### config.mk
export PLATFORM = sky130hd
export DESIGN_NAME = clk_recovery_dpll
export DESIGN_NICKNAME = d
export VERILOG_FILES = /design/src/rtl/clk_recovery_dpll.sv
export SDC_FILE = /design/constraint.sdc
export NUM_CORES = 1
export LEC_CHECK = 0
export ABC_AREA = 1
export CAP_MARGIN = 15
export CELL_PAD_IN_SITES_DETAIL_PLACEMENT = 0
export CELL_PAD_IN_SITES_GLOBAL_PLACEMENT = 1
export CORE_MARGIN = 1
export CORE_UTILIZATION = 35
export DETAILED_ROUTE_END_ITERATION = 8
export HOLD_SLACK_MARGIN = 0.05
export PLACE_DENSITY = 0.76
export RECOVER_POWER = 100
export SETUP_SLACK_MARGIN = 0.15
export SLEW_MARGIN = 20
export SYNTH_ARGS = -nofsm -noshare
export SYNTH_HDL_FRONTEND = slang
export SYNTH_SLANG_ARGS = --single-unit
### constraint.sdc
create_clock -name clk -period 4.9 [get_ports clk]
set_clock_uncertainty 0.05 [all_clocks]
set_input_delay 0.98 -clock clk [delete_from_list [all_inputs] [get_ports clk]]
set_output_delay 0.98 -clock clk [all_outputs]
set_load 0.01 [all_outputs]
### src/rtl/clk_recovery_dpll.sv
`timescale 1ns/1ps
module clk_recovery_dpll #(
  parameter int ACC_W    = 12,
  parameter int NOM_INC  = 410,
  parameter int KP       = 6,
  parameter int KI       = 7,
  parameter int IW       = 20,
  parameter int LOCK_WIN = 256,
  parameter int LOCK_CNT = 4,
  parameter int SIL_LEN  = 18
) (
  input  logic clk,
  input  logic rst_n,
  input  logic osc_tick,
  input  logic cd,
  input  logic rx_ref,
  output logic ce4x,
  output logic ce2x,
  output logic ce1x,
  output logic lock,
  output logic silence
);
  localparam int PW   = ACC_W + 2;
  localparam int CW   = $clog2(LOCK_CNT + 1);
  localparam int SW   = $clog2(SIL_LEN + 1);
  localparam int MAXI = 2**ACC_W - 1;

  logic                 rx_d, cd_d, c4, c2, c1;
  logic [1:0]           lo_cnt;
  logic [PW-1:0]        ph;
  logic signed [IW-1:0] integ, prop;
  logic [CW-1:0]        lk_cnt;
  logic [SW-1:0]        sil_cnt;

  wire rx_rise = rx_ref & ~rx_d;
  wire lo_ev   = osc_tick & (lo_cnt == 2'd3);
  wire ref_ev  = cd ? rx_rise : lo_ev;
  wire cd_rise = cd & ~cd_d;

  logic signed [PW:0]   err;
  logic signed [IW-1:0] ew;
  logic signed [IW+1:0] raw;
  logic [ACC_W-1:0]     inc;
  logic                 in_win;

  assign err    = -((PW+1)'($signed(ph)));
  assign ew     = IW'(err);
  assign in_win = (err <= (PW+1)'(LOCK_WIN)) && (err >= -((PW+1)'(LOCK_WIN)));
  assign raw    = (IW+2)'(NOM_INC) + (IW+2)'(integ) + (IW+2)'(prop);
  assign inc    = (raw < (IW+2)'(1))    ? ACC_W'(1) :
                  (raw > (IW+2)'(MAXI)) ? ACC_W'(MAXI) : raw[ACC_W-1:0];

  always_ff @(posedge clk or negedge rst_n) begin
    if (!rst_n) begin
      rx_d    <= 1'b0;
      cd_d    <= 1'b0;
      lo_cnt  <= '0;
      ph      <= '0;
      c4      <= 1'b0;
      c2      <= 1'b0;
      c1      <= 1'b0;
      integ   <= '0;
      prop    <= '0;
      lk_cnt  <= '0;
      sil_cnt <= '0;
    end else begin
      rx_d <= rx_ref;
      cd_d <= cd;
      if (osc_tick) lo_cnt <= lo_cnt + 2'd1;
      c4 <= ph[ACC_W-1:0] > ~inc;
      c2 <= ph[ACC_W:0]   > ~{1'b0, inc};
      c1 <= ph            > ~{2'b0, inc};
      ph <= ph + {2'b0, inc};
      if (ref_ev) begin
        integ  <= integ + (ew >>> KI);
        prop   <= ew >>> KP;
        lk_cnt <= !in_win ? '0 : (lk_cnt == CW'(LOCK_CNT)) ? lk_cnt : lk_cnt + 1'b1;
      end
      if (cd_rise)                sil_cnt <= SW'(SIL_LEN);
      else if (c1 && sil_cnt != 0) sil_cnt <= sil_cnt - 1'b1;
    end
  end

  assign ce4x    = c4;
  assign ce2x    = c2;
  assign ce1x    = c1;
  assign lock    = (lk_cnt == CW'(LOCK_CNT));
  assign silence = (sil_cnt != 0);


  one_implies_two_chk: assert property (@(posedge clk) disable iff (!rst_n) ce1x |-> ce2x);

  two_implies_four_chk: assert property (@(posedge clk) disable iff (!rst_n) ce2x |-> ce4x);

  filter_hold_chk: assert property (@(posedge clk) disable iff (!rst_n) !ref_ev |=> $stable(integ) && $stable(prop));

  lock_drop_chk: assert property (@(posedge clk) disable iff (!rst_n) (ref_ev && !in_win) |=> !lock);

  silence_start_chk: assert property (@(posedge clk) disable iff (!rst_n) $rose(cd) |=> silence);

  silence_end_chk: assert property (@(posedge clk) disable iff (!rst_n) $fell(silence) |-> $past(ce1x));
endmodule

# Word-level counts from Yosys, hierarchy flattened
# Cells that the tools add are included.
totals:
  inputBits: 5
  wordCells: 49
  reg_bits: 58
classes:
  bitwise: 8
  reduce_logical: 5
  magnitude_cmp: 7
  eq_ne: 3
  mux: 7
  addsub: 8
op_table:
  columns: ["operator", "count"]
  rows:
  - ["$mux W12", 2]
  - ["$add A21 B9 Y22", 1]
  - ["$gt A22 B13 Y1 const B", 1]
  - ["$lt A22 B2 Y1 const B", 1]
  - ["$add A10 B20 Y21 const A", 1]
  - ["$add A20 B8 Y20", 1]
  - ["$ge A15 B9 Y1 const B", 1]
  - ["$le A15 B10 Y1 const B", 1]
  - ["$neg A14 Y15", 1]
  - ["$add A14 B12 Y14", 1]
  - ["$gt A14 B14 Y1", 1]
  - ["$not A12 Y14", 1]
  - ["$gt A13 B13 Y1", 1]
  - ["$not A12 Y13", 1]
  - ["$gt A12 B12 Y1", 1]
  - ["$not A12 Y12", 1]
  - ["$mux W5", 2]
  - ["$mux W3", 2]
  - ["$reduce_bool A5 Y1", 1]
  - ["$sub A5 B1 Y5 const B", 1]
  - ["$add A3 B1 Y3 const B", 1]
  - ["$and A1 B1 Y1", 3]
  - ["$eq A3 B3 Y1 const B", 1]
  - ["$add A2 B1 Y2 const B", 1]
  - ["other kinds (7)", 9]

# Logic depth before layout (Yosys ltp)
logic_depth:
  ltp_word: 7
  depth_mapped: 31
  depth_no_buf: 30

# Least setup slack after synthesis
# Ideal clock, no wire load.
synth_path:
  path_type: "reg2reg"
  startpoint: "register integ[1]"
  endpoint: "register ph[11]"
  synth_period_minus_slack_ns: 4.068
  setup_slack_ns: 0.832
  stages_incl_launch_ff: 32
  n_path_buf: 1
  arrival_time_ns: 3.887
  setup_time_ns: 0.131
  path_cell_list: "dfrtp_1 -> inv_1 -> ha_1 -> inv_1 -> ha_1 -> inv_1 -> fa_1 -> inv_1 -> nand3_1 -> nand2_2 -> nand2_1 -> nand2_1 -> nand2_1 -> nand2_1 -> nand2_1 -> nand2_2 -> inv_2 -> nor2_1 -> nand2_1 -> nor2_1 -> nand2_1 -> nand2_2 -> buf_6 -> a21oi_2 -> ha_1 -> a21oi_1 -> inv_1 -> a31oi_1 -> inv_1 -> a21oi_1 -> o21ai_0 -> xor2_1"
synth_between:
  elab_chain_len: 6
synth_lines:
  columns: ["item", "line", "source"]
  rows:
  - ["from (decl)", "31", "logic signed [IW-1:0] integ, prop;"]
  - ["from (signal assigned)", "75", "integ <= integ + (ew >>> KI);"]
  - ["$add A10 B20 Y21 *", "49", "assign raw = (IW+2)'(NOM_INC) + (IW+2)'(integ) + (IW+2)'(prop);"]
  - ["$add A21 B9 Y22 *", "49", null]
  - ["$gt A22 B13 Y1", "51", "(raw > (IW+2)'(MAXI)) ? ACC_W'(MAXI) : raw[ACC_W-1:0];"]
  - ["$mux W12", "51", null]
  - ["$mux W12 *", "50", "assign inc = (raw < (IW+2)'(1)) ? ACC_W'(1) :"]
  - ["$add A14 B12 Y14 *", "73", "ph <= ph + {2'b0, inc};"]
  - ["to (signal assigned)", "73", null]
  - ["to (decl)", "30", "logic [PW-1:0] ph;"]
# Every way passes the cells marked *; elsewhere a longest branch is shown, timed or not.
# A chain may end at the register's enable or synchronous reset.

# Worst setup path after layout
# Ends and elaborated chain as after synthesis.

==> results.toml <==
[outcome]
status = "complete, but fails checks"
violations = "capacitance limit, slew limit"

[yosys]
synthArstFlopShare = 1.00
ys_types = 41
synth_seq_cells = 58
synth-edff-count = 0
syn_avg_cell_area_um2 = 6.74
ys_seq_area_frac = 0.242
synthFlopType = "dfrtp_1"
synthCells = 891
syn_nets = 977
yosysWarningCount = 0
syn_area_um2 = 6010

[layout]
syn_to_final_growth_pct = 11.6
fillers = 1785
final_common_cell = "nand2_1"
drive_gt1_frac = 0.0731
diodes = 0
fin_util = 0.402
layout_common_cells = "247 x nand2_1, 127 x inv_1, 78 x ha_1"
nNetsFinal = 997

[timing]
timing.fmax_ghz = 0.225
finalSetupViolCount = 0
rsz0062_at_grt = "false"
max_slew_margin = -1.18
tightest_slew_ns = 3.27
fin_crit_ns = 4.45
final.setup.tns_ns = 0
drv_slew = 103
period_share = 0.908
hold_viol_final = 0

[global_route]
grt_util_met2 = 0.287
grt_use_met3 = 0.0195
grt_use_met1 = 0.248
grt-ovfl-total = 0
antenna_found_initial = 0
track_usage = 0.176
grt_pass1_vias = 5194
grt_busiest_layer = "met2"
grt_max_degree = 59
grt_pass1_wl_mm = 25.0

[setup_path]
cp_data_required_time_ns = 5.05
path_max_fanout = 8
timing.rr.start = "integ[1]$_DFFE_PN0P_"
setup.worst_path.class = "reg -> reg"
cp-end-kind = "flip-flop"
slowest_delay_ns = 0.40
worst_setup_path_start_kind = "flip-flop"
ff2ff_setup_slack_ns = 0.45
worstReg2RegEnd = "ph[11]$_DFF_PN0_"
cp.arrival_ns = 4.60
reg2regPathDepth = 30
critPathSlowestCell = "fa_1"
cpMostUsedCell = "nand2_1"

[floorplanning]
die-area_um2 = 17700
fp.dieH_um = 133
die_x_um = 133
ios = 10
core-area_um2 = 16700
start_util = 0.360
fp-row-count = 47

[routing]
drc = 0
vias = 5497
routed_wl_mm = 14.9
wl_per_cell_um = 13.1
dr.pass1.iters = 5
drt_iter0_drc = 321
avgViaCountPerCell = 4.84
drtAntennaViolNets = 0

[placement]
numPortBuffers = 9
dpl.hpwl_mm = 12.2
gp_congestion = 0.858

[clocking]
clk_path_buf_depth = 2
cts_inserted_buffers = 9
htreeDepth = 3
ctsHoldBuffers = 0
insertion_delay_ns = 0.33
cts_root_buffer = "clkbuf_16"
cts_tree = "built"
cts.clk_slew.worst_paths_ns = 0.06
clock-sinks = 58

[min_path]
hold_class = "reg -> reg"
min_to = "lo_cnt[0]$_DFFE_PN0P_"
hp-start = "lo_cnt[0]$_DFFE_PN0P_"
hold_depth = 1

[flow_run]
cap_viol_max_count = 2
cells by family after synthesis:
kind of cell | count (synthesis) | synth area share
AND/OR/NAND/NOR | 439 | 0.319
buffers and inverters | 144 | 0.0925
AO/OA/AOI/OAI | 137 | 0.128
adder cells (fa/ha/maj) | 81 | 0.172
flip-flops | 58 | 0.242
XOR/XNOR | 31 | 0.0452
multiplexers | 1 | 0.00187
repair_timing:
item                       4_1_cts  5_1_grt
gates resized for setup          0        8
setup buffers                    0        2
setup endpoints to repair        0        9
through the flow:
stage	cell area (um2)	setup slack, ns	hold slack, ns	cells
4_1_cts	6690	0.291	0.428	1134
2_1_floorplan	6010	0.832	0.398	891
3_3_place_gp	6360	0.461	0.413	1118
3_5_place_dp	6360	0.310	0.414	1118
5_1_grt	6710	0.0776	0.436	1136
6_report	6710	0.452	0.425	1136
worst max path at each step:
stage	start	depth (start not counted)	slack (ns)	to
floorplan	integ[1]$_DFFE_PN0P_	31	0.83	ph[11]$_DFF_PN0_
global placement	integ[1]$_DFFE_PN0P_	30	0.46	ph[11]$_DFF_PN0_
detailed placement	integ[1]$_DFFE_PN0P_	30	0.31	ph[11]$_DFF_PN0_
CTS	integ[1]$_DFFE_PN0P_	30	0.29	ph[11]$_DFF_PN0_
global route	integ[1]$_DFFE_PN0P_	27	0.08	ph[11]$_DFF_PN0_
finish	integ[1]$_DFFE_PN0P_	30	0.45	ph[11]$_DFF_PN0_
area by class of cell:
cell class | instances | area [um2] | area share
repair buffers | 16 | 130 | 0.0194
multi-input cells | 689 | 4010 | 0.598
inverters | 137 | 514 | 0.0767
well taps | 220 | 275 | 0.0410
clock inverters | 7 | 101 | 0.0151
clock buffers | 9 | 225 | 0.0336
flip-flops and latches | 58 | 1450 | 0.216
cells in the mapped netlist (2+ instances only):
| cell | n | area [um2] |
|---|---|---|
| a21o_1 | 2 | 15.0 |
| a21oi_1 | 57 | 285 |
| a21oi_2 | 10 | 87.6 |
| a31oi_1 | 8 | 50.1 |
| and2_1 | 2 | 12.5 |
| buf_6 | 2 | 22.5 |
| clkbuf_1 | 5 | 18.8 |
| dfrtp_1 | 58 | 1450 |
| fa_1 | 3 | 60.1 |
| ha_1 | 78 | 976 |
| inv_1 | 127 | 477 |
| inv_2 | 9 | 33.8 |
| nand2_1 | 245 | 920 |
| nand2_2 | 12 | 75.1 |
| nand3_1 | 51 | 255 |
| nand3_2 | 3 | 30.0 |
| nand3b_1 | 6 | 45.0 |
| nand4_1 | 17 | 106 |
| nor2_1 | 69 | 259 |
| nor2_2 | 5 | 31.3 |
| nor3_1 | 13 | 65.1 |
| nor3_2 | 3 | 30.0 |
| nor4_1 | 5 | 31.3 |
| o21ai_0 | 47 | 235 |
| o21ai_1 | 2 | 10.0 |
| o21bai_1 | 4 | 30.0 |
| or2_1 | 3 | 18.8 |
| or2_2 | 3 | 18.8 |
| xnor2_1 | 15 | 131 |
| xor2_1 | 16 | 140 |
critical path: cells and delay by family (launching register included):
family | cells | cell delay [ns]
compound gates | 6 | 0.97
xor+xnor | 1 | 0.16
fa+ha+maj | 4 | 1.23
buf+inv | 6 | 0.47
flops | 1 | 0.35
simple gates | 13 | 1.10
state kept, by name, indices dropped and copies added (netlist names), 2 cells and up:
register,cells
sil_cnt,5
ph,14
lo_cnt,2
integ,20
lk_cnt,3
prop,9
metal layers:
layer	wire [um]	vias to the layer above
met5	0	-
met4	206	0
met3	237	16
met2	6650	56
met1	7820	2475
li1	-	2950
Power is left out: the tool's default activity adds up to more than one toggle a clock period on the data nets, which glitch-free logic cannot reach.
